--- config.mk ---
export PLATFORM = sky130hd
export DESIGN_NAME = ecc1_chunk_check
export DESIGN_NICKNAME = d
export VERILOG_FILES = /design/src/rtl/ecc1_pkg.sv /design/src/rtl/ecc1_packer.sv /design/src/rtl/ecc1_classify.sv /design/src/rtl/ecc1_chunk_check.sv
export SDC_FILE = /design/constraint.sdc
export NUM_CORES = 1
export LEC_CHECK = 0
export ABC_AREA = 1
export BUFFER_PORTS_ARGS = -buffer_cell sky130_fd_sc_hd__clkbuf_2
export CAP_MARGIN = 5
export CORE_MARGIN = 4
export CORE_UTILIZATION = 47
export DETAILED_ROUTE_END_ITERATION = 8
export PLACE_DENSITY = 0.78
export SLEW_MARGIN = 40
export SYNTH_ARGS = -nofsm -noshare
export SYNTH_HDL_FRONTEND = slang
export SYNTH_SLANG_ARGS = --single-unit
--- constraint.sdc ---
create_clock -name clk -period 0.8 [get_ports clk]
set_input_delay 0.04 -clock clk [delete_from_list [all_inputs] [get_ports clk]]
set_output_delay 0.04 -clock clk [all_outputs]
set_load 0.05 [all_outputs]
--- src/rtl/ecc1_pkg.sv ---
package ecc1_pkg;
  typedef enum logic [1:0] {
    ST_CLEAN     = 2'd0,
    ST_FIX_DATA  = 2'd1,
    ST_CODE_ONLY = 2'd2,
    ST_UNCORR    = 2'd3
  } ecc_status_e;
endpackage

--- src/rtl/ecc1_packer.sv ---
module ecc1_packer #(
  parameter int RAW_W  = 32,
  parameter int HALF_W = 12,
  parameter int HI_OFS = 16
) (
  input  logic [RAW_W-1:0]    raw,
  output logic [2*HALF_W-1:0] code
);
  // two parity fields joined, then inverted so erased data checks clean
  always_comb begin
    code = ~{raw[HI_OFS +: HALF_W], raw[HALF_W-1:0]};
  end
endmodule

--- src/rtl/ecc1_classify.sv ---
module ecc1_classify
  import ecc1_pkg::*;
#(
  parameter int HALF_W      = 12,
  parameter int BIT_W       = 3,
  parameter int CHUNK_BYTES = 512,
  localparam int CODE_W     = 2 * HALF_W,
  localparam int BYTE_W     = CODE_W - HALF_W - BIT_W
) (
  input  logic [CODE_W-1:0] diff,
  output ecc_status_e       kind,
  output logic [BYTE_W-1:0] loc_byte,
  output logic [BIT_W-1:0]  loc_bit
);
  logic [HALF_W-1:0] fold;
  logic              compl_ok;
  logic              single;
  logic [BYTE_W-1:0] idx;
  logic [BIT_W-1:0]  bno;
  logic              in_range;

  always_comb begin
    fold     = diff[CODE_W-1:HALF_W] ^ diff[HALF_W-1:0];
    compl_ok = (fold == {HALF_W{1'b1}});
    single   = (diff != '0) && ((diff & (diff - 1'b1)) == '0);
    idx      = diff[CODE_W-1 -: BYTE_W];
    bno      = diff[HALF_W +: BIT_W];
    in_range = ({1'b0, idx} < (BYTE_W+1)'(CHUNK_BYTES));

    kind     = ST_UNCORR;
    loc_byte = '0;
    loc_bit  = '0;
    if (diff == '0) begin
      kind = ST_CLEAN;
    end else if (compl_ok) begin
      if (in_range) begin
        kind     = ST_FIX_DATA;
        loc_byte = idx;
        loc_bit  = bno;
      end
    end else if (single) begin
      kind = ST_CODE_ONLY;
    end
  end
endmodule

--- src/rtl/ecc1_chunk_check.sv ---
module ecc1_chunk_check
  import ecc1_pkg::*;
#(
  parameter int RAW_W       = 32,
  parameter int HALF_W      = 12,
  parameter int HI_OFS      = 16,
  parameter int BIT_W       = 3,
  parameter int CHUNK_BYTES = 512,
  localparam int CODE_W     = 2 * HALF_W,
  localparam int BYTE_W     = CODE_W - HALF_W - BIT_W
) (
  input  logic              clk,
  input  logic              rst_n,
  input  logic              start,
  input  logic [RAW_W-1:0]  raw_par,
  input  logic [CODE_W-1:0] stored_code,
  output logic              done,
  output logic [1:0]        status,
  output logic [BYTE_W-1:0] err_byte,
  output logic [BIT_W-1:0]  err_bit,
  output logic [CODE_W-1:0] calc_code
);
  logic [CODE_W-1:0] code_c;
  logic [CODE_W-1:0] diff_c;
  ecc_status_e       kind_c;
  logic [BYTE_W-1:0] byte_c;
  logic [BIT_W-1:0]  bit_c;

  ecc1_packer #(.RAW_W(RAW_W), .HALF_W(HALF_W), .HI_OFS(HI_OFS)) u_pack (
    .raw  (raw_par),
    .code (code_c)
  );

  assign diff_c = code_c ^ stored_code;

  ecc1_classify #(.HALF_W(HALF_W), .BIT_W(BIT_W), .CHUNK_BYTES(CHUNK_BYTES)) u_cls (
    .diff     (diff_c),
    .kind     (kind_c),
    .loc_byte (byte_c),
    .loc_bit  (bit_c)
  );

  always_ff @(posedge clk or negedge rst_n) begin
    if (!rst_n) begin
      done      <= 1'b0;
      status    <= 2'd0;
      err_byte  <= '0;
      err_bit   <= '0;
      calc_code <= '0;
    end else begin
      done <= start;
      if (start) begin
        status    <= kind_c;
        err_byte  <= byte_c;
        err_bit   <= bit_c;
        calc_code <= code_c;
      end
    end
  end
endmodule

==> key figures, run 1 <==
Floorplan
  • Die X-Extent: a little under 90 um
  • Die H: about 88 um
  • FP Rows: 28
  • Starting Density: between 40% and 50%
  • # IOs: 98

Placed design
  • Post-DP HPWL: between 7000 and 8000 um
  • Worst slack, placed: -0.728 ns
  • I/O Buffers: a little under 90
  • Placer Congestion: roughly 1
  • # placed instances: 715

Synthesis
  • Yosys cell types: 18
  • Share of the synthesized area in the top cell type: about 34%
  • Syn nets: 569
  • Area contributors post-synth: nand2_1 34%, dfrtp_1 32%, inv_1 5.1%
  • Cell taking the most area after synthesis: nand2_1
  • Flops & latches, synth: 39
  • Yosys warnings: 0
  • Synthesized netlist cell count: 510
  • Seq/Total Area, Yosys: ~32%
  • Synth Area per Inst: approximately 6 sq um
  • Post-synthesis cell area: 3010 sq um

Outcome
  • Status: did not finish
  • Stop Error: [ERROR DPL-0038] Utilization greater than 100%, impossible to legalize
  • Halt Stage: global routing

Clocking
  • TritonCTS Sinks: 39
  • Clk buf depth: 2
  • Num CTS Buffers: 5
  • H-tree Lvls: 2
  • CTS Root Cell: clkbuf_8

Timing
  • Worst-path endpoint after global-route repair_timing: status[0]$_DFFE_PN0P_/D
  • Worst endpoint type: sequential cell input

Global route
  • Largest net degree at the start of global routing: 40
-- synthesized netlist by cell type --
library cell / number
nand2_1: 273
inv_1: 41
dfrtp_1: 39
nor2_1: 37
o21ai_0: 29
inv_2: 18
nand2_2: 18
nand3_1: 14
o21ai_1: 12
nor2_2: 8
nand2_4: 5
nor2_4: 5
clkbuf_1: 4
buf_1: 2
nor2_8: 2
a31oi_4: 1
buf_4: 1
nand4_1: 1
-- per-stage QoR --
stage	hold slack [ns]	util, %	instance area [sq um]
after global placement	0.0289	66.4	4020
after detailed placement	0.0376	66.4	4020
after floorplan	-0.256	-	3130
after CTS	0.00149	87.2	5280
-- repair_timing --
item	in CTS
endpoints found under the setup margin	53
pin swaps	32
setup buffers	20
hold buffers	23
hold endpoints to repair	61
gates cloned	1
resized for setup	179
-- cell families after synthesis --
logic type,after synthesis,synth area share (%)
AO/OA/AOI/OAI,42,7.53
buffers and inverters,66,8.36
flip-flops,39,32.4
AND/OR/NAND/NOR,363,51.7
==> run 2, diff against run 1 <==
- CORE_UTILIZATION: 47 -> 40
- PLACE_DENSITY: 0.78 -> default
- PLACE_DENSITY_LB_ADDON: default -> 0.15
- clock period: 0.8 -> 1 ns (I/O delays scaled with it)
==> run 2 against run 1 <==
The flow now finishes, with violations (negative hold slack, negative setup slack). Synthesized area stayed put. Synthesized cell count unchanged.
==> key figures, run 2 <==
Outcome
  • Status: finished with violations
  • Failing checks: negative hold slack, negative setup slack

Synthesis
  • Top cells by count, synth: 273 x nand2_1, 41 x inv_1, 39 x dfrtp_1
  • Area contributors post-synth: nand2_1 34%, dfrtp_1 32%, inv_1 5.1%
  • Most frequent cell after synthesis: nand2_1
  • Cell taking the most area after synthesis: nand2_1
  • Synth Area per Inst: slightly below 6 sq um
  • EDFF count, synth: 0
  • FFs w/ async S/R, synth: 100%
  • Seq/Total Area, Yosys: between 30% and 40%
  • Post-synthesis cell area: about 3000 sq um
  • Yosys warnings: 0
  • Syn nets: 569
  • Most used DFF post-synth: dfrtp_1
  • Flops & latches, synth: 39
  • Share of the synthesized area in the top cell type: about 34%
  • Yosys cell types: 18
  • Synthesized netlist cell count: 510

Job
  • Maxcap violations: 0

Worst setup path
  • Crit-path max FO: 6
  • Worst setup path category: in2reg
  • CP required: 1.22 ns
  • Critical Path Source: raw_par[16]
  • Worst Setup EP: err_byte[1]$_DFFE_PN0P_
  • Worst flop-to-flop path startpoint: calc_code[14]$_DFFE_PN0P_
  • Worst Reg-to-Reg Cells: 2
  • Reg2reg end: calc_code[14]$_DFFE_PN0P_
  • Worst path arrival time: 1.44 ns
  • Setup crit end kind: register
  • FF-to-FF setup slack: around 0.34 ns
  • Setup crit start kind: input pin

Floorplan
  • DIE AREA: between 8000 and 9000 sq um
  • FP Rows: 31
  • Die H: between 90 and 100 um
  • # IOs: approximately 100
  • Core Area: approximately 7300 sq um
  • Starting Density: about 41%
  • Die X-Extent: ~95 um

Timing
  • Min Hold Slack: -0.0149 ns
  • Setup violators final: 14
  • FMAX: approximately 0.82 GHz
  • Worst slew pin tran: about 0.31 ns
  • Setup WS post-layout: -0.217 ns
  • Relative slew slack: 79.1%
  • Final Slew Violations: 0
  • Final Cycle Share: 122%
  • Minimum clock period: 1.22 ns
  • RSZ-0062 raised after global routing: yes
  • Max Clock Skew: 0 ns
  • Hold Vio Cnt, Final: 1

Routing
  • DR pass1 iterations: 4
  • Total Routed Length: about 10000 um
  • Post-route ant nets: 0
  • DR DRC count: 0
  • Metal2 WL: a little over 5000 um
  • Met3 WL: around 470 um
  • WL/cell: about 13 um
  • WL met1: ~4400 um
  • DR vias: 3671
  • Highest metal used: met4
  • Vias per inst: roughly 4.7
  • DR iter-0 viols: 141

Final layout
  • N_diodes: 0
  • Largest register by flop count: calc_code
  • Biggest regs: calc_code (24), err_byte (9), err_bit (3)
  • Fillers: 643
  • Max FFs per register: 24
  • Nets: between 700 and 800
  • Layout area overhead: 68.0%
  • Design area: between 5000 and 6000 sq um
  • Fin util: 69.3%
  • Layout cells sized above 1: around half
  • Most frequent cells in the layout: 205 x nand2_1, 63 x nand2_2, 61 x buf_4, 39 x dfrtp_1, 28 x clkbuf_2
  • Final Non-Filler Cells: between 700 and 800
  • Leading cell type in the layout, fill and taps excluded: nand2_1

Power
  • Sequential share of power: 31.4%
  • Pwr Density: around 1100 nW/um^2
  • Clock network power share: 29.7%
  • P_sw: around 0.0020 W
  • Lkg Pwr: 2.69 nW
  • Switching share of power: between 30% and 40%
  • Cell Int Power: about 0.0035 W
  • Combinational share of power: approximately 40%
  • Peak VDD IR: between 0.0006 and 0.0007 V

Placed design
  • Post-DP Area: 4070 sq um
  • Post-DP HPWL: 7640 um
  • I/O Buffers: 89
  • Placer Congestion: between 0.9 and 1
  • # placed instances: around 750
  • Worst slack, placed: -0.566 ns

Clocking
  • Worst skew pair latency: 0.30 ns
  • Clk buf depth: 2
  • H-tree Lvls: 2
  • TritonCTS Sinks: 39
  • CTS tree: yes
  • Num CTS Buffers: 5
  • CTS Root Cell: clkbuf_8
  • Clock-pin slew of the registers on the worst-case setup and hold paths: ~0.080 ns

Worst hold path
  • Worst min-delay path class: in2reg

Global route
  • GR Overflow Total: 0
  • First-pass GRT wire length: about 16000 um
  • All-layer global routing usage: between 20 and 25%
  • Antenna violations before repair: 0
  • Largest net degree at the start of global routing: 40
  • Vias in the first global route: approximately 3500
-- run 2: cell counts after synthesis --
No cell type changed its count.
-- run 2: power by group through the flow --
stage	clock network, W	logic [W]	registers [W]
finish	0.00162	0.00212	0.00171
global route	0.00171	0.00230	0.00173
CTS	0.00166	0.00183	0.00172
detailed placement	0	0.00171	0.00175
global placement	0	0.00169	0.00174
floorplan	0	0.000673	0.00208
-- run 2: metrics by stage --
stage / power (W) / TNS (ns) / hold WS, ns
after detailed placement: 0.00346 / -6.80 / 0.0458
after global routing: 0.00574 / -3.59 / 0.000385
after global placement: 0.00343 / -7.22 / 0.0427
after CTS: 0.00521 / -1.10 / 0.00195
after floorplan: 0.00275 / -1.18 / -0.246
final: 0.00546 / -2.42 / -0.0149
-- run 2: worst min path at each step --
stage	startpoint	end	slack, ns	cells past startpoint
after CTS	raw_par[11]	calc_code[11]$_DFFE_PN0P_	0.002	2
after detailed placement	rst_n	calc_code[13]$_DFFE_PN0P_	0.05	2
after global placement	rst_n	calc_code[13]$_DFFE_PN0P_	0.04	2
after global routing	raw_par[6]	calc_code[6]$_DFFE_PN0P_	0.0004	2
final	raw_par[6]	calc_code[6]$_DFFE_PN0P_	-0.01	2
after floorplan	rst_n	calc_code[0]$_DFFE_PN0P_	-0.25	0
-- run 2: cells by family (layout without fill, tap and decap cells) --
| logic type | after synthesis | after routing | share of synthesized area [%] |
|---|---|---|---|
| and+or+nand+nor | 363 | 363 | 51.7 |
| buffers and inverters | 66 | 236 | 8.36 |
| AOI/OAI and AO/OA | 42 | 42 | 7.53 |
| DFF | 39 | 39 | 32.4 |
-- run 2: timing repair --
item	in CTS	in global routing
buffers inserted	1	8
pin swaps	14	54
gates resized for setup	45	208
setup endpoints to repair	22	42
cloned	0	1
endpoints found under the hold margin	52	2
hold buffers	14	2
-- run 2: metal layers --
metal / GRT usage, % / up-vias
met5: 0 / -
met4: 6.61 / 0
met3: 2.71 / 19
met2: 39.3 / 86
met1: 29.1 / 1686
li1: - / 1880
-- run 2: area by class of cell --
type | instances | area, sq um | area share [%]
clock buffer | 6 | 72.6 | 1.44
clock inverter | 2 | 60.1 | 1.19
inverter | 59 | 274 | 5.42
multi-input combinational | 405 | 2250 | 44.6
sequential | 39 | 976 | 19.3
tap | 99 | 124 | 2.45
timing repair buffer | 169 | 1290 | 25.6
-- run 2: critical path, cell delays in order --
cell       delay, ns
clkbuf_2        0.12
inv_2           0.06
nand2_1         0.08
nand2_4         0.11
buf_6           0.11
nand2_1         0.04
nand2_1         0.05
nand2_1         0.06
nor2_2          0.16
nand4_1         0.24
clkbuf_16       0.25
o21ai_1         0.11
(Power assumes the default switching activity.)
